File: config.mk
export PLATFORM = sky130hd
export DESIGN_NAME = sertx_top
export DESIGN_NICKNAME = d
export VERILOG_FILES = /design/src/rtl/sertx_pkg.sv /design/src/rtl/sertx_holdbuf.sv /design/src/rtl/sertx_shifter.sv /design/src/rtl/sertx_top.sv
export SDC_FILE = /design/constraint.sdc
export NUM_CORES = 1
export LEC_CHECK = 0
export CAP_MARGIN = 10
export CORE_UTILIZATION = 48
export CTS_CLUSTER_DIAMETER = 100
export DETAILED_ROUTE_END_ITERATION = 8
export MAX_ROUTING_LAYER = met4
export PLACE_DENSITY = 0.87
export SLEW_MARGIN = 20
export SYNTH_ARGS = -nofsm -noshare
export SYNTH_HDL_FRONTEND = slang
export SYNTH_SLANG_ARGS = --single-unit
File: constraint.sdc
create_clock -name clk -period 1.85 [get_ports clk]
set_clock_uncertainty 0.15 [all_clocks]
set_input_delay 0.37 -clock clk [delete_from_list [all_inputs] [get_ports clk]]
set_output_delay 0.37 -clock clk [all_outputs]
set_load 0.01 [all_outputs]
File: src/rtl/sertx_pkg.sv
package sertx_pkg;

  // What the shifter currently holds
  typedef enum logic [2:0] {
    K_IDLE = 3'd0,
    K_PRE  = 3'd1,
    K_DATA = 3'd2,
    K_BRK  = 3'd3,
    K_GAP  = 3'd4
  } tx_kind_t;

endpackage

File: src/rtl/sertx_holdbuf.sv
module sertx_holdbuf #(
  parameter int DATA_W = 8
) (
  input  logic              clk,
  input  logic              rst_n,
  input  logic              glb_en,
  input  logic              stat_rd,
  input  logic              data_wr,
  input  logic [DATA_W-1:0] wdata,
  input  logic              wbit_ext,
  input  logic              take,
  input  logic              ie_empty,
  output logic              buf_full,
  output logic [DATA_W:0]   buf_word,
  output logic              empty_flag,
  output logic              irq
);

  logic            full_q;
  logic            empty_q;
  logic            armed_q;
  logic [DATA_W:0] word_q;

  // named internal event: a write that completes the two-step clear
  logic clear_evt;
  assign clear_evt = data_wr && armed_q;

  always_ff @(posedge clk or negedge rst_n) begin
    if (!rst_n) begin
      full_q  <= 1'b0;
      empty_q <= 1'b1;
      armed_q <= 1'b0;
      word_q  <= '0;
    end else if (!glb_en) begin
      full_q  <= 1'b0;
      empty_q <= 1'b1;
      armed_q <= 1'b0;
    end else begin
      // arming: a status read seen while the flag is set
      if (data_wr)
        armed_q <= 1'b0;
      else if (stat_rd && empty_q)
        armed_q <= 1'b1;

      // holding register contents
      if (data_wr) begin
        word_q <= {wbit_ext, wdata};
        full_q <= 1'b1;
      end else if (take) begin
        full_q <= 1'b0;
      end

      // empty flag: a new byte after an armed write wins over a handover
      if (clear_evt)
        empty_q <= 1'b0;
      else if (take)
        empty_q <= 1'b1;
    end
  end

  assign buf_full   = full_q;
  assign buf_word   = word_q;
  assign empty_flag = empty_q;
  assign irq        = empty_q && ie_empty;

  // the flag only drops on a write that follows an armed read
  assert_empty_two_step_R5: assert property (@(posedge clk) disable iff (!rst_n)
    $fell(empty_q) |-> ($past(data_wr) && $past(armed_q)));

  // the flag rises only on a handover or on global disable
  assert_empty_on_take_R4: assert property (@(posedge clk) disable iff (!rst_n)
    $rose(empty_q) |-> ($past(take) || !$past(glb_en)));

  // with the block disabled nothing is held
  assert_disabled_clear_R9: assert property (@(posedge clk) disable iff (!rst_n)
    !glb_en |=> (!full_q && empty_q));

endmodule

File: src/rtl/sertx_shifter.sv
module sertx_shifter
  import sertx_pkg::*;
#(
  parameter int DATA_W = 8
) (
  input  logic            clk,
  input  logic            rst_n,
  input  logic            active,
  input  logic            baud_tick,
  input  logic            long_mode,
  input  logic            brk_req,
  input  logic            buf_full,
  input  logic [DATA_W:0] buf_word,
  output logic            take,
  output logic            txd_bit,
  output logic            done_flag
);

  localparam int FRAME_W = DATA_W + 3;
  localparam int CNT_W   = $clog2(FRAME_W + 1);

  // frame length in bit times for the selected character size
  function automatic logic [CNT_W-1:0] frame_len(input logic lng);
    return lng ? CNT_W'(FRAME_W) : CNT_W'(FRAME_W - 1);
  endfunction

  // start bit at bit 0, data above it, stop level fills the rest
  function automatic logic [FRAME_W-1:0] pack_frame(input logic [DATA_W:0] w,
                                                    input logic lng);
    logic [FRAME_W-1:0] f;
    f = '1;
    f[0] = 1'b0;
    f[DATA_W:1] = w[DATA_W-1:0];
    if (lng) f[DATA_W+1] = w[DATA_W];
    return f;
  endfunction

  logic [FRAME_W-1:0] sh_q;
  logic [CNT_W-1:0]   cnt_q;
  tx_kind_t           kind_q;
  logic               pre_q;
  logic               done_q;

  // named internal events
  logic     bit_end;   // last bit of a unit ends, or the shifter is idle, on a strobe
  logic     shift_evt; // mid-unit advance
  tx_kind_t sel;

  assign bit_end   = active && baud_tick && (cnt_q <= CNT_W'(1));
  assign shift_evt = active && baud_tick && (cnt_q > CNT_W'(1));

  always_comb begin
    sel  = K_IDLE;
    take = 1'b0;
    if (bit_end) begin
      if (pre_q)
        sel = K_PRE;
      else if (brk_req)
        sel = K_BRK;
      else if (kind_q == K_BRK)
        sel = K_GAP;
      else if (buf_full) begin
        sel  = K_DATA;
        take = 1'b1;
      end
    end
  end

  always_ff @(posedge clk or negedge rst_n) begin
    if (!rst_n) begin
      sh_q   <= '1;
      cnt_q  <= '0;
      kind_q <= K_IDLE;
      pre_q  <= 1'b1;
      done_q <= 1'b1;
    end else if (!active) begin
      sh_q   <= '1;
      cnt_q  <= '0;
      kind_q <= K_IDLE;
      pre_q  <= 1'b1;
      done_q <= 1'b1;
    end else if (bit_end) begin
      kind_q <= sel;
      case (sel)
        K_PRE: begin
          sh_q  <= '1;
          cnt_q <= frame_len(long_mode);
          pre_q <= 1'b0;
        end
        K_BRK: begin
          sh_q  <= '0;
          cnt_q <= frame_len(long_mode);
        end
        K_GAP: begin
          sh_q  <= '1;
          cnt_q <= CNT_W'(1);
        end
        K_DATA: begin
          sh_q  <= pack_frame(buf_word, long_mode);
          cnt_q <= frame_len(long_mode);
        end
        default: begin
          sh_q  <= '1;
          cnt_q <= '0;
        end
      endcase
      if (sel == K_IDLE) begin
        if (cnt_q != '0) done_q <= 1'b1;
      end else begin
        done_q <= 1'b0;
      end
    end else if (shift_evt) begin
      sh_q  <= {1'b1, sh_q[FRAME_W-1:1]};
      cnt_q <= cnt_q - CNT_W'(1);
    end
  end

  assign txd_bit   = (cnt_q != '0) ? sh_q[0] : 1'b1;
  assign done_flag = done_q;

  // a handed-over byte shows its start bit first
  assert_start_first_R3: assert property (@(posedge clk) disable iff (!rst_n)
    take |=> !txd_bit);

  // preamble bits are all high
  assert_pre_high_R2: assert property (@(posedge clk) disable iff (!rst_n)
    (kind_q == K_PRE && cnt_q != '0) |-> txd_bit);

  // no data is taken before the preamble has been loaded
  assert_pre_before_data_R2: assert property (@(posedge clk) disable iff (!rst_n)
    $rose(active) |=> !take);

  // break periods are all low
  assert_brk_low_R7: assert property (@(posedge clk) disable iff (!rst_n)
    (kind_q == K_BRK && cnt_q != '0) |-> !txd_bit);

  // the unit after a released break starts at stop level
  assert_gap_high_R8: assert property (@(posedge clk) disable iff (!rst_n)
    (bit_end && kind_q == K_BRK && !brk_req && !pre_q) |=> txd_bit);

  // dropping the engine enable idles the line on the next edge
  assert_stop_idle_R9: assert property (@(posedge clk) disable iff (!rst_n)
    !active |=> (txd_bit && done_flag));

  // the counter never exceeds the longest frame
  assert_cnt_range_R3: assert property (@(posedge clk) disable iff (!rst_n)
    cnt_q <= CNT_W'(FRAME_W));

endmodule

File: src/rtl/sertx_top.sv
module sertx_top #(
  parameter int DATA_W = 8
) (
  input  logic              clk,
  input  logic              rst_n,
  input  logic              baud_tick,
  input  logic              glb_en,
  input  logic              tx_en,
  input  logic              long_mode,
  input  logic              brk_req,
  input  logic              ie_empty,
  input  logic              stat_rd,
  input  logic              data_wr,
  input  logic [DATA_W-1:0] wdata,
  input  logic              wbit_ext,
  output logic              txd,
  output logic              txd_oe,
  output logic              empty_flag,
  output logic              done_flag,
  output logic              irq
);

  logic            active;
  logic            take;
  logic            buf_full;
  logic [DATA_W:0] buf_word;
  logic            txd_bit;

  assign active = glb_en && tx_en;

  sertx_holdbuf #(.DATA_W(DATA_W)) u_holdbuf (
    .clk        (clk),
    .rst_n      (rst_n),
    .glb_en     (glb_en),
    .stat_rd    (stat_rd),
    .data_wr    (data_wr),
    .wdata      (wdata),
    .wbit_ext   (wbit_ext),
    .take       (take),
    .ie_empty   (ie_empty),
    .buf_full   (buf_full),
    .buf_word   (buf_word),
    .empty_flag (empty_flag),
    .irq        (irq)
  );

  sertx_shifter #(.DATA_W(DATA_W)) u_shifter (
    .clk       (clk),
    .rst_n     (rst_n),
    .active    (active),
    .baud_tick (baud_tick),
    .long_mode (long_mode),
    .brk_req   (brk_req),
    .buf_full  (buf_full),
    .buf_word  (buf_word),
    .take      (take),
    .txd_bit   (txd_bit),
    .done_flag (done_flag)
  );

  assign txd    = glb_en ? txd_bit : 1'b1;
  assign txd_oe = glb_en;

  // the request only appears with the flag and its enable
  assert_irq_gate_R6: assert property (@(posedge clk) disable iff (!rst_n)
    irq |-> (empty_flag && ie_empty));

  // a released pin rests high
  assert_release_R9: assert property (@(posedge clk) disable iff (!rst_n)
    !glb_en |-> (txd && !txd_oe));

  // flags return to their rest values after release
  assert_release_flags_R9: assert property (@(posedge clk) disable iff (!rst_n)
    !glb_en |=> (empty_flag && done_flag));

endmodule

After elaboration in Yosys (flattened, before gate mapping) --
Cells that the tools add are included.
Word-level totals: register bits 32, input port bits 19, output and inout bits 5, word-level logic and storage cells 77
Operators by class: add/sub/neg operators 1, $lt $le $gt $ge 2, equality and inequality tests 12, muxes and demuxes 40, reductions and logical operators 13
Operator list (number):
- $mux 11 | 3
- $mux 1 | 25
- $pmux 11 s2 | 1
- $mux 3 | 6
- $mux 4 | 3
- $eq 3x2->1 const B | 3
- $ne 3x1->1 const B | 3
- $pmux 4 s2 | 1
- $logic_and 1x1->1 | 7
- $ne 3x3->1 const B | 2
- $reduce_and 2->1 | 3
- $gt 4x1->1 const B | 1
- $le 4x1->1 const B | 1
- $ne 2x2->1 const B | 2
- $reduce_bool 4->1 | 1
- $sub 4x1->4 const B | 1
- $eq 3x1->1 const B | 1
- $eq 3x3->1 const B | 1
- $logic_not 3->1 | 1
- $reduce_or 3->1 | 1
- $mux 2 | 1

Longest topological paths before layout --
Gate-level depths: netlist (run 1).
word-level depth 10, mapped depth 8, depth with buffers taken out 6

By module --
From an unflattened synthesis (run 1), not the netlist that was laid out.
Second synthesis, totals: cells, all modules 139, area, all modules 1604.0 sq um
By module, submodules not included:
- sertx_shifter | times used 1, cells an instance 107, area each 1124.8 sq um, seq. area each 516.7 sq um
- sertx_holdbuf | times used 1, cells an instance 29, area each 459.2 sq um, seq. area each 301.5 sq um
- sertx_top | times used 1, cells an instance 3, area each 20.0 sq um, seq. area each 0.0 sq um

Least setup slack after synthesis (run 1) --
OpenSTA, ideal clock, no wires.
path type register -> register, from register u_shifter.cnt_q[0], to register u_shifter.sh_q[0], setup time 0.084 ns, data arrival time 1.701 ns, slack -0.085 ns, cell stages (with the launch flop) 9, path buffers 2, clock period less this slack 1.935 ns, path through dfrtp_1 > inv_1 > ha_1 > or2_1 > buf_6 > and2_4 > buf_6 > o21a_1 > a221o_1
Between the ends: longest elaborated chain between the ends 7, elaborated cells between the ends (all ways) 11
RTL lines:
- from (decl) | line sertx_shifter.sv:39 | logic [CNT_W-1:0] cnt_q;
- from (signal assigned) | line sertx_shifter.sv:87 | cnt_q <= frame_len(long_mode);
- from (signal assigned) | line sertx_shifter.sv:92 | cnt_q <= frame_len(long_mode);
- from (signal assigned) | line sertx_shifter.sv:100 | cnt_q <= frame_len(long_mode);
- $le 4x1->1 | line sertx_shifter.sv:49 | assign bit_end = active && baud_tick && (cnt_q <= CNT_W'(1));
- $logic_and 1x1->1 | line sertx_shifter.sv:49
- $mux 3 | line sertx_shifter.sv:55 | if (bit_end) begin
- $eq 3x2->1 | line sertx_shifter.sv:84 | case (sel)
- $pmux 11 s2 | line sertx_shifter.sv:84
- $mux 11 | line sertx_shifter.sv:82 | end else if (bit_end) begin
- $mux 11 | line sertx_shifter.sv:76 | end else if (!active) begin
- to (signal assigned) | line sertx_shifter.sv:99 | sh_q <= pack_frame(buf_word, long_mode);
- to (signal assigned) | line sertx_shifter.sv:113 | sh_q <= {1'b1, sh_q[FRAME_W-1:1]};
- to (decl) | line sertx_shifter.sv:38 | logic [FRAME_W-1:0] sh_q;
Several ways; a longest one is shown, not always the timed one. A chain may end at the register's enable or synchronous reset.

Worst setup path after layout (run 1) --
from register u_shifter.cnt_q[0], to register u_shifter.sh_q[9]
The elaborated chain is that of the path after synthesis.

==> impl_results.md, run 1 <==
- Status: complete, no violations
- Slowest cell on crit path: dfrtp_1
- Commonest register cell after synthesis: dfrtp_1
- Multi-input combinational cell area: 788 sq um
- Detailed-route via count: 1475
- CP startpoint kind: register
- DRC viols: 0
- Slew @ Worst Pin: 402 ps
- Clock latency on the worst-skew pair: 330 ps
- Mean routed wirelength per cell: 15.9 um
- Sink Count: 32
- PD cells: 699 nW/um^2
- Share of layout cells above drive strength 1: 0.346
- GRT Overall Usage: 0.258
- # rows: 21
- Final HPWL DP: 3.02 mm
- Mapped Cells: 164
- Height of the die: 61.0 um
- Post-route ant nets: 0
- Initial DRC Count: 112
- Htree depth: 2
- Total of max-cap violations: 0
- GRT overflow: 0
- Critical-path cell list: buf_6 -> ha_2 -> or2_4 -> nand2_1 -> nor4_1 -> buf_4 -> a311o_1
- Yosys reg bits: 32
- TritonCTS buffer count: 5
- Area leader, netlist: dfrtp_1
- Minimum clock period: 1830 ps
- Die width: 61.0 um
- Unrepaired setup endpoints after global routing: yes
- Top-Level Pins: 24
- Synthesized area: 1670 sq um
- Net count, final: 235
- Max rail drop VDD: 528 uV
- Core Footprint: 3340 sq um
- WHS: 272 ps
- Max-slew headroom: 0.732
- First-pass GRT wire length: 6.68 mm
- Crit path DAT: 1950 ps
- P&R area growth vs syn: 33.3%
- Worst-path maximum fanout: 6
- Critical path class: register to register
- Clock Pin Slew Worst Setup and Hold Paths: 100 ps
- Syn nets: 186
- Yosys warns: 0
- Largest net degree at the start of global routing: 33
- EDFF count, synth: 0
- Overall Power: 1.56 mW
- Initial core utilization: 0.501
- Fmax: 0.548 GHz
- Die area: 3730 sq um
- Worst Setup End Kind: register
- Hold_buf cts: 0
- Period utilization: 0.987
- RePlAce Congestion: 0.902
- CTS tree: yes
- Port bufs: 23
- Diode count: 0
- Number of global-route vias before repair: 1487
- Share of the synthesized area in the top cell type: 0.269
- CTS Root Buffer Type: clkbuf_4
- Number of fill cells: 255
- Final hold vios: 0
- Critical Path RT: 1970 ps
- Most common cell after layout, fill and taps aside: buf_4
- Distinct cells, synth: 47
- Register area: 818 sq um
- WL final: 4.12 mm
- Seq/Total Area, Yosys: 0.489
- Final setup vio count: 0
- DR vias/cell: 5.67
- Synth area leaders: dfrtp_1 27%, dfstp_2 22%, mux2_2 6.1%, nand2_1 4.3%, o32a_1 3.0%
- Initial antenna violation count: 0
- Leak: 0.924 nW
- Post-synth ARST share: 1.00
- Slew Limit Fails: 0
- First-pass DRT Iterations: 4
- Most frequent cells in the layout: 30 x buf_4, 18 x nand2_1, 18 x clkdlybuf4s50_1, 18 x dfrtp_1, 14 x dfstp_2
- CP peak stage delay: 400 ps
- Clock Path Buffers: 2
- Syn_area_per_cell: 10.2 sq um
- Hold WC Path Type: input pin to async pin
==> where the power goes <==
part	internal [mW]	leakage, nW	switching (mW)	total [mW]
Sequential	0.755	0.375	0.0302	0.785
Clock	0.187	0.0326	0.226	0.413
Combinational	0.189	0.517	0.171	0.361
Total	1.13	0.924	0.428	1.56
==> metal layers <==
layer	share of wire	up-vias	GRT usage
li1	-	707	-
met1	0.45	721	0.325
met2	0.50	41	0.408
met3	0.044	6	0.0609
met4	0.013	0	0.0909
met5	0	-	-
==> per-stage QoR <==
stage | setup slack [ps] | area, sq um | std cells | TNS (ps) | utilization
after floorplan | -22.2 | 1680 | 164 | -22.2 | -
after global placement | -236 | 2120 | 249 | -2640 | 0.636
after detailed placement | -241 | 2120 | 249 | -3370 | 0.636
after CTS | -54.8 | 2190 | 258 | -54.8 | 0.657
after global routing | -73.7 | 2230 | 260 | -314 | 0.668
final | 24.5 | 2230 | 260 | 0 | 0.668
==> state kept, by name (all words and copies together) (netlist names) <==
signal,cells
u_shifter.kind_q,3
u_shifter.pre_q,1
u_holdbuf.armed_q,1
u_holdbuf.empty_flag,1
u_holdbuf.buf_word,9
u_holdbuf.buf_full,1
u_shifter.cnt_q,4
u_shifter.sh_q,11
u_shifter.done_flag,1
==> Yosys cell counts, types with 2 or more instances <==
library cell / number
ha_1: 3
dfrtp_1: 18
nand2b_1: 2
nor3_1: 5
buf_2: 4
mux2_2: 9
dfstp_2: 14
o2bb2ai_1: 4
nand4_1: 5
nor2_1: 8
o21ai_0: 7
o32a_1: 5
clkbuf_1: 6
a31oi_1: 5
nand3b_1: 3
a21oi_1: 7
nand2_1: 19
and2_1: 2
buf_6: 2
inv_1: 8
o22ai_1: 2
==> worst max-delay path: cells and delay by family (launching register included) <==
family	cells	cell delay, ps
simple gates	3	470
fa+ha+maj	1	170
buf+inv	2	280
compound gates	1	300
flops	1	400
==> final timing paths <==
check | from | end | slack [ps] | depth (start not counted)
worst max-delay path | u_shifter.cnt_q[0] | u_shifter.sh_q[9] | 20 | 7
worst min-delay path | rst_n | u_holdbuf.buf_word[0] | 270 | 2
worst max register to register | u_shifter.cnt_q[0] | u_shifter.sh_q[9] | 20 | 7
worst min register to register | u_holdbuf.buf_word[8] | u_holdbuf.buf_word[8] | 360 | 1
max in group asynchronous | rst_n | u_shifter.sh_q[6] | 930 | 2
min in group clk | u_holdbuf.buf_word[8] | u_holdbuf.buf_word[8] | 360 | 1
==> layout make-up <==
cell class	instances	area share
tap	46	0.0258
timing repair buffer	55	0.214
multi-input combinational	111	0.354
clock buffer	8	0.0264
sequential	32	0.367
inverter	8	0.0135
==> logic make-up after synthesis <==
kind of cell	count (synthesis)	synth area share
AOI/OAI and AO/OA	45	0.199
and+or+nand+nor	53	0.162
adders and majority gates	3	0.0224
muxes	10	0.0666
DFF	32	0.489
buffers and inverters	21	0.0613
==> what timing repair did <==
item,4_1_cts,5_1_grt
resized for setup,12,7
endpoints found under the setup margin,17,12
buffers inserted,1,2
pin swaps,0,0
cloned,0,0
(Power assumes the default switching activity.)
==> inputs of run 2 (changes only) <==
--- a/config.mk
+++ b/config.mk
@@ -9,7 +9,6 @@
 export CORE_UTILIZATION = 48
 export CTS_CLUSTER_DIAMETER = 100
 export DETAILED_ROUTE_END_ITERATION = 8
-export MAX_ROUTING_LAYER = met4
 export PLACE_DENSITY = 0.87
 export SLEW_MARGIN = 20
 export SYNTH_ARGS = -nofsm -noshare
==> run 2 against run 1 <==
Compared with the run above:
- clock power grew 12%
- first-iteration DRC count shrank 28%
- fmax shrank 0.45%
- wire length grew 5.6%
- critical path depth shrank 1
- global-route usage grew 1.6 points
- worst setup slack lost 8.3 ps
- die area is the same
- non-clock buffer count grew 2
- combinational power grew 4%
- total power grew 4.2%
- core utilization grew 1.7 points
- critical path type unchanged
==> impl_results.md, run 2 (same netlist as run 1, synthesis figures left out) <==
- Most common cell after layout, fill and taps aside: buf_4
- Worst-path maximum fanout: 7
- Initial DRC Count: 81
- Clock Path Buffers: 2
- DRC viols: 0
- Multi-input combinational cell area: 820 sq um
- Worst reg2reg path endpoint: u_shifter.cnt_q[1]
- RePlAce Congestion: 0.878
- Initial core utilization: 0.501
- Period utilization: 0.991
- Hold WC Path Type: input pin to async pin
- Hold_buf cts: 0
- Die area: 3730 sq um
- Number of fill cells: 262
- Switching share of power: 0.277
- Worst r2r src: u_shifter.cnt_q[0]
- Net count, final: 237
- Sequential share of power: 0.484
- GRT Overall Usage: 0.274
- Clock power share: 0.285
- Post-route ant nets: 0
- P&R area growth vs syn: 36.6%
- CP startpoint kind: register
- Minimum clock period: 1830 ps
- Diode count: 0
- Unrepaired setup endpoints after global routing: yes
- Sink Count: 32
- Reg2reg setup slack: 20 ps
- WL final: 4.35 mm
- Height of the die: 61.0 um
- Port bufs: 23
- Die width: 61.0 um
- Fmax: 0.545 GHz
- Cell area after layout: 2290 sq um
- Share of layout cells above drive strength 1: 0.370
- PD cells: 711 nW/um^2
- CTS tree: yes
- # rows: 21
- Final setup vio count: 0
- Setup crit end: u_shifter.cnt_q[1]
- Worst Reg-to-Reg Cells: 6
- Total of max-cap violations: 0
- Max reg flops: 11
- Critical path class: register to register
- Finished Core Util: 0.685
- Detailed-route via count: 1533
- DP Area: 2140 sq um
- Top-Level Pins: 24
- Max rail drop VDD: 556 uV
- Critical Path RT: 1970 ps
- Register area: 818 sq um
- DR vias/cell: 5.85
- Switching pwr: 450 uW
- Mean routed wirelength per cell: 16.6 um
- Status: complete, no violations
- Crit path DAT: 1950 ps
- TritonCTS buffer count: 5
- Leak: 0.947 nW
- GRT overflow: 0
- Max-slew headroom: 0.724
- Register bank with the most flops: u_shifter.sh_q
- CTS Root Buffer Type: clkbuf_4
- Most frequent cells in the layout: 32 x buf_4, 18 x nand2_1, 18 x clkdlybuf4s50_1, 18 x dfrtp_1, 14 x dfstp_2
- Worst Setup End Kind: register
- Slew @ Worst Pin: 414 ps
- Initial antenna violation count: 0
- Number of global-route vias before repair: 1631
- Largest net degree at the start of global routing: 33
- Int Pwr: 1.17 mW
- Combinational share of power: 0.230
- First-pass DRT Iterations: 4
- Core Footprint: 3340 sq um
- Clock Pin Slew Worst Setup and Hold Paths: 100 ps
- Clock latency on the worst-skew pair: 350 ps
- Final HPWL DP: 3.26 mm
- First-pass GRT wire length: 7.17 mm
- Htree depth: 2
- Crit path launch: u_shifter.cnt_q[0]
- Final hold vios: 0
- Slew Limit Fails: 0
run 2: cell count changes in the layout (fill, tap and decap cells not counted), sizes merged:
| cell | delta |
|---|---|
| buf | +2 |
run 2: worst min path at each step:
stage	slack, ps	cells past startpoint	endpoint
finish	260	2	u_shifter.kind_q[0]
global route	310	2	u_shifter.kind_q[0]
CTS	260	2	u_shifter.kind_q[0]
detailed placement	350	1	u_holdbuf.buf_word[2]
global placement	330	1	u_holdbuf.buf_word[8]
floorplan	-80	0	u_holdbuf.armed_q
run 2: power by group through the flow:
stage	sequential, mW	combinational, mW	clock, mW
after floorplan	0.787	0.191	0
after global placement	0.793	0.332	0
after detailed placement	0.798	0.347	0
after CTS	0.786	0.355	0.471
after global routing	0.792	0.407	0.495
final	0.787	0.374	0.463
run 2: stage by stage:
stage | worst slack, ps | power, mW | instances | setup TNS [ps] | hold slack, ps
3_3_place_gp | -230 | 1.13 | 252 | -2160 | 332
3_5_place_dp | -253 | 1.15 | 252 | -3190 | 346
4_1_cts | -16.7 | 1.61 | 261 | -20.9 | 255
6_report | 16.2 | 1.62 | 262 | 0 | 256
2_1_floorplan | -22.2 | 0.978 | 164 | -22.2 | -75.6
5_1_grt | -24.0 | 1.69 | 262 | -67.8 | 309
run 2: layout make-up:
type | count | area share
inverter | 8 | 0.0131
tap | 46 | 0.0252
clock buffer | 8 | 0.0301
timing repair buffer | 57 | 0.215
sequential | 32 | 0.358
multi-input combinational | 111 | 0.359
run 2: worst max-delay path, stage by stage, from the launching register on:
cell and delay (ps):
dfrtp_1 430, buf_6 150, ha_4 150, or2_4 260, and2_4 170, or3_1 310, a31oi_1 140
run 2: layer usage:
| layer | routed length (um) | GRT usage | vias up |
|---|---|---|---|
| met1 | 1890 | 0.336 | 757 |
| met5 | 0 | 0 | - |
| met4 | 129 | 0.185 | 0 |
| li1 | - | - | 707 |
| met2 | 2120 | 0.430 | 57 |
| met3 | 219 | 0.0651 | 12 |
run 2: what timing repair did:
item | in CTS | in global routing
hold endpoints to repair | 0 | 0
gates resized for setup | 13 | 12
buffers inserted | 1 | 1
endpoints found under the setup margin | 24 | 11
pin swaps | 0 | 0
==> inputs of run 3 (changes only) <==
--- a/config.mk
+++ b/config.mk
@@ -6,10 +6,12 @@
 export NUM_CORES = 1
 export LEC_CHECK = 0
 export CAP_MARGIN = 10
-export CORE_UTILIZATION = 48
+export CORE_ASPECT_RATIO = 1.2
+export CORE_UTILIZATION = 56
 export CTS_CLUSTER_DIAMETER = 100
 export DETAILED_ROUTE_END_ITERATION = 8
-export PLACE_DENSITY = 0.87
+export DONT_BUFFER_PORTS = 1
+export PLACE_DENSITY = 0.86
 export SLEW_MARGIN = 20
 export SYNTH_ARGS = -nofsm -noshare
 export SYNTH_HDL_FRONTEND = slang
==> run 3 against run 2 <==
Compared with the run above:
- flip-flop and latch count is the same
- first-iteration DRC count rose by 54%
- cell area shrank 15%
- hold slack worse by 250 ps
- cell count down 18%
- fmax fell by 0.54%
- combinational power shrank 21%
- sequential share of layout area rose by 6.1 points
- non-clock buffer count fell by 35
- die area decreased by 14%
- largest cell class is now sequential cells
==> impl_results.md, run 3 (same netlist as run 1, synthesis figures left out) <==
- Status: complete, no violations
- Core Footprint: 2810 sq um
- Crit path max-delay family: flip-flops
- Critical-path cell list: inv_2 -> ha_1 -> nand2_1 -> nand3b_1
- P&R area growth vs syn: 16.8%
- DR vias/cell: 6.65
- Most frequent cells in the layout: 18 x nand2_1, 18 x dfrtp_1, 17 x buf_4
- Number of global-route vias before repair: 1326
- Slew @ Worst Pin: 452 ps
- Number of fill cells: 184
- Post-route ant nets: 0
- Net count, final: 202
- Hold WC Path Type: input pin to register
- Slew Limit Fails: 0
- Final setup vio count: 0
- Die width: 51.9 um
- Sum of buffers and inverters on the critical path: 1
- Htree depth: 2
- Period utilization: 0.997
- Fin worst setup slack: 6.28 ps
- Diode count: 0
- Leak: 0.793 nW
- Initial core utilization: 0.595
- Critical Path RT: 1330 ps
- GRT overflow: 0
- Top-Level Pins: 24
- First-pass DRT Iterations: 4
- CTS Root Buffer Type: clkbuf_4
- Clock Pin Slew Worst Setup and Hold Paths: 100 ps
- Sink Count: 32
- Final HPWL DP: 2.55 mm
- Detailed-route via count: 1429
- First-pass GRT wire length: 6.24 mm
- CP peak stage delay: 440 ps
- Max rail drop VDD: 755 uV
- Unrepaired setup endpoints after global routing: yes
- WL final: 4.09 mm
- Worst-path maximum fanout: 4
- TritonCTS buffer count: 5
- RePlAce Congestion: 0.897
- PD cells: 770 nW/um^2
- Critical path class: register to output port
- Largest net degree at the start of global routing: 33
- Height of the die: 61.9 um
- Mean routed wirelength per cell: 19.0 um
- DRC viols: 0
- Share of layout cells above drive strength 1: 0.348
- Register bank with the most flops: u_shifter.sh_q
- Slowest cell on crit path: dfrtp_1
- Total of max-cap violations: 0
- Final hold vios: 0
- Finished Layout Cells: 215
- GRT Overall Usage: 0.274
- Initial DRC Count: 125
- Placed Cells: 194
- CTS tree: yes
- Max reg flops: 11
- Clock latency on the worst-skew pair: 340 ps
- DP Worst Slack: -53.9 ps
- Max-slew headroom: 0.698
- Fmax: 0.542 GHz
- Initial antenna violation count: 0
- Die area: 3210 sq um
- Port bufs: 0
- Worst Setup End Kind: output port
- Overall Power: 1.50 mW
- CP startpoint kind: register
- Minimum clock period: 1840 ps
- # rows: 21
- Clock Path Buffers: 2
- Crit path DAT: 1320 ps
-- run 3: cell count changes in the layout (fill, tap and decap cells not counted), sizes merged --
cell	previous run	this run
clkdlybuf4s50	18	0
buf	35	18
dlygate4sd2	4	0
dlygate4sd3	0	4
-- run 3: final timing paths --
path | slack, ps | from | endpoint | depth (start not counted)
setup / recovery | 6 | u_shifter.cnt_q[0] | txd | 4
hold / removal | 8 | glb_en | u_holdbuf.buf_full | 2
setup reg to reg | 6 | u_shifter.cnt_q[0] | u_shifter.sh_q[6] | 8
hold reg to reg | 370 | u_holdbuf.buf_word[8] | u_holdbuf.buf_word[8] | 1
max in group asynchronous | 980 | rst_n | u_shifter.sh_q[6] | 2
min in group asynchronous | 320 | rst_n | u_shifter.cnt_q[1] | 2
-- run 3: power by group --
part	switching [mW]	total [mW]	internal, mW
Combinational	0.152	0.294	0.142
Clock	0.230	0.417	0.187
Sequential	0.0370	0.792	0.755
-- run 3: layout make-up --
cell class	count	area, sq um	share of cell area
timing repair buffer	22	188	0.0961
clock buffer	8	58.8	0.0301
sequential	32	818	0.419
inverter	8	30.0	0.0154
tap	34	42.5	0.0218
multi-input combinational	111	816	0.418
-- run 3: stage by stage --
step | util | hold WS (ps) | area [sq um] | setup TNS [ps]
after floorplan | - | -75.6 | 1680 | -22.2
after global placement | 0.609 | -74.5 | 1710 | 0
after detailed placement | 0.609 | -74.5 | 1710 | -205
after CTS | 0.655 | 1.33 | 1840 | 0
after global routing | 0.695 | 11.2 | 1950 | -228
final | 0.695 | 7.56 | 1950 | 0
-- run 3: worst register-to-register path: cells and delay by family, from the launching register on --
family / cells / cell delay, ps
simple gates: 2 / 360
flops: 1 / 440
fa+ha+maj: 1 / 170
compound gates: 2 / 270
buf+inv: 3 / 370
-- run 3: repair_timing --
action,CTS,global route
setup endpoints to repair,12,18
pin swaps,0,5
hold buffers,4,1
cloned,0,0
buffers inserted,1,7
hold endpoints to repair,34,1
gates resized for setup,3,12
-- run 3: routing by layer --
metal	wire, um	track usage	vias up
met2	2130	0.443	83
met3	282	0.0876	16
met5	0	0	-
met4	141	0.120	0
li1	-	-	638
met1	1540	0.336	692
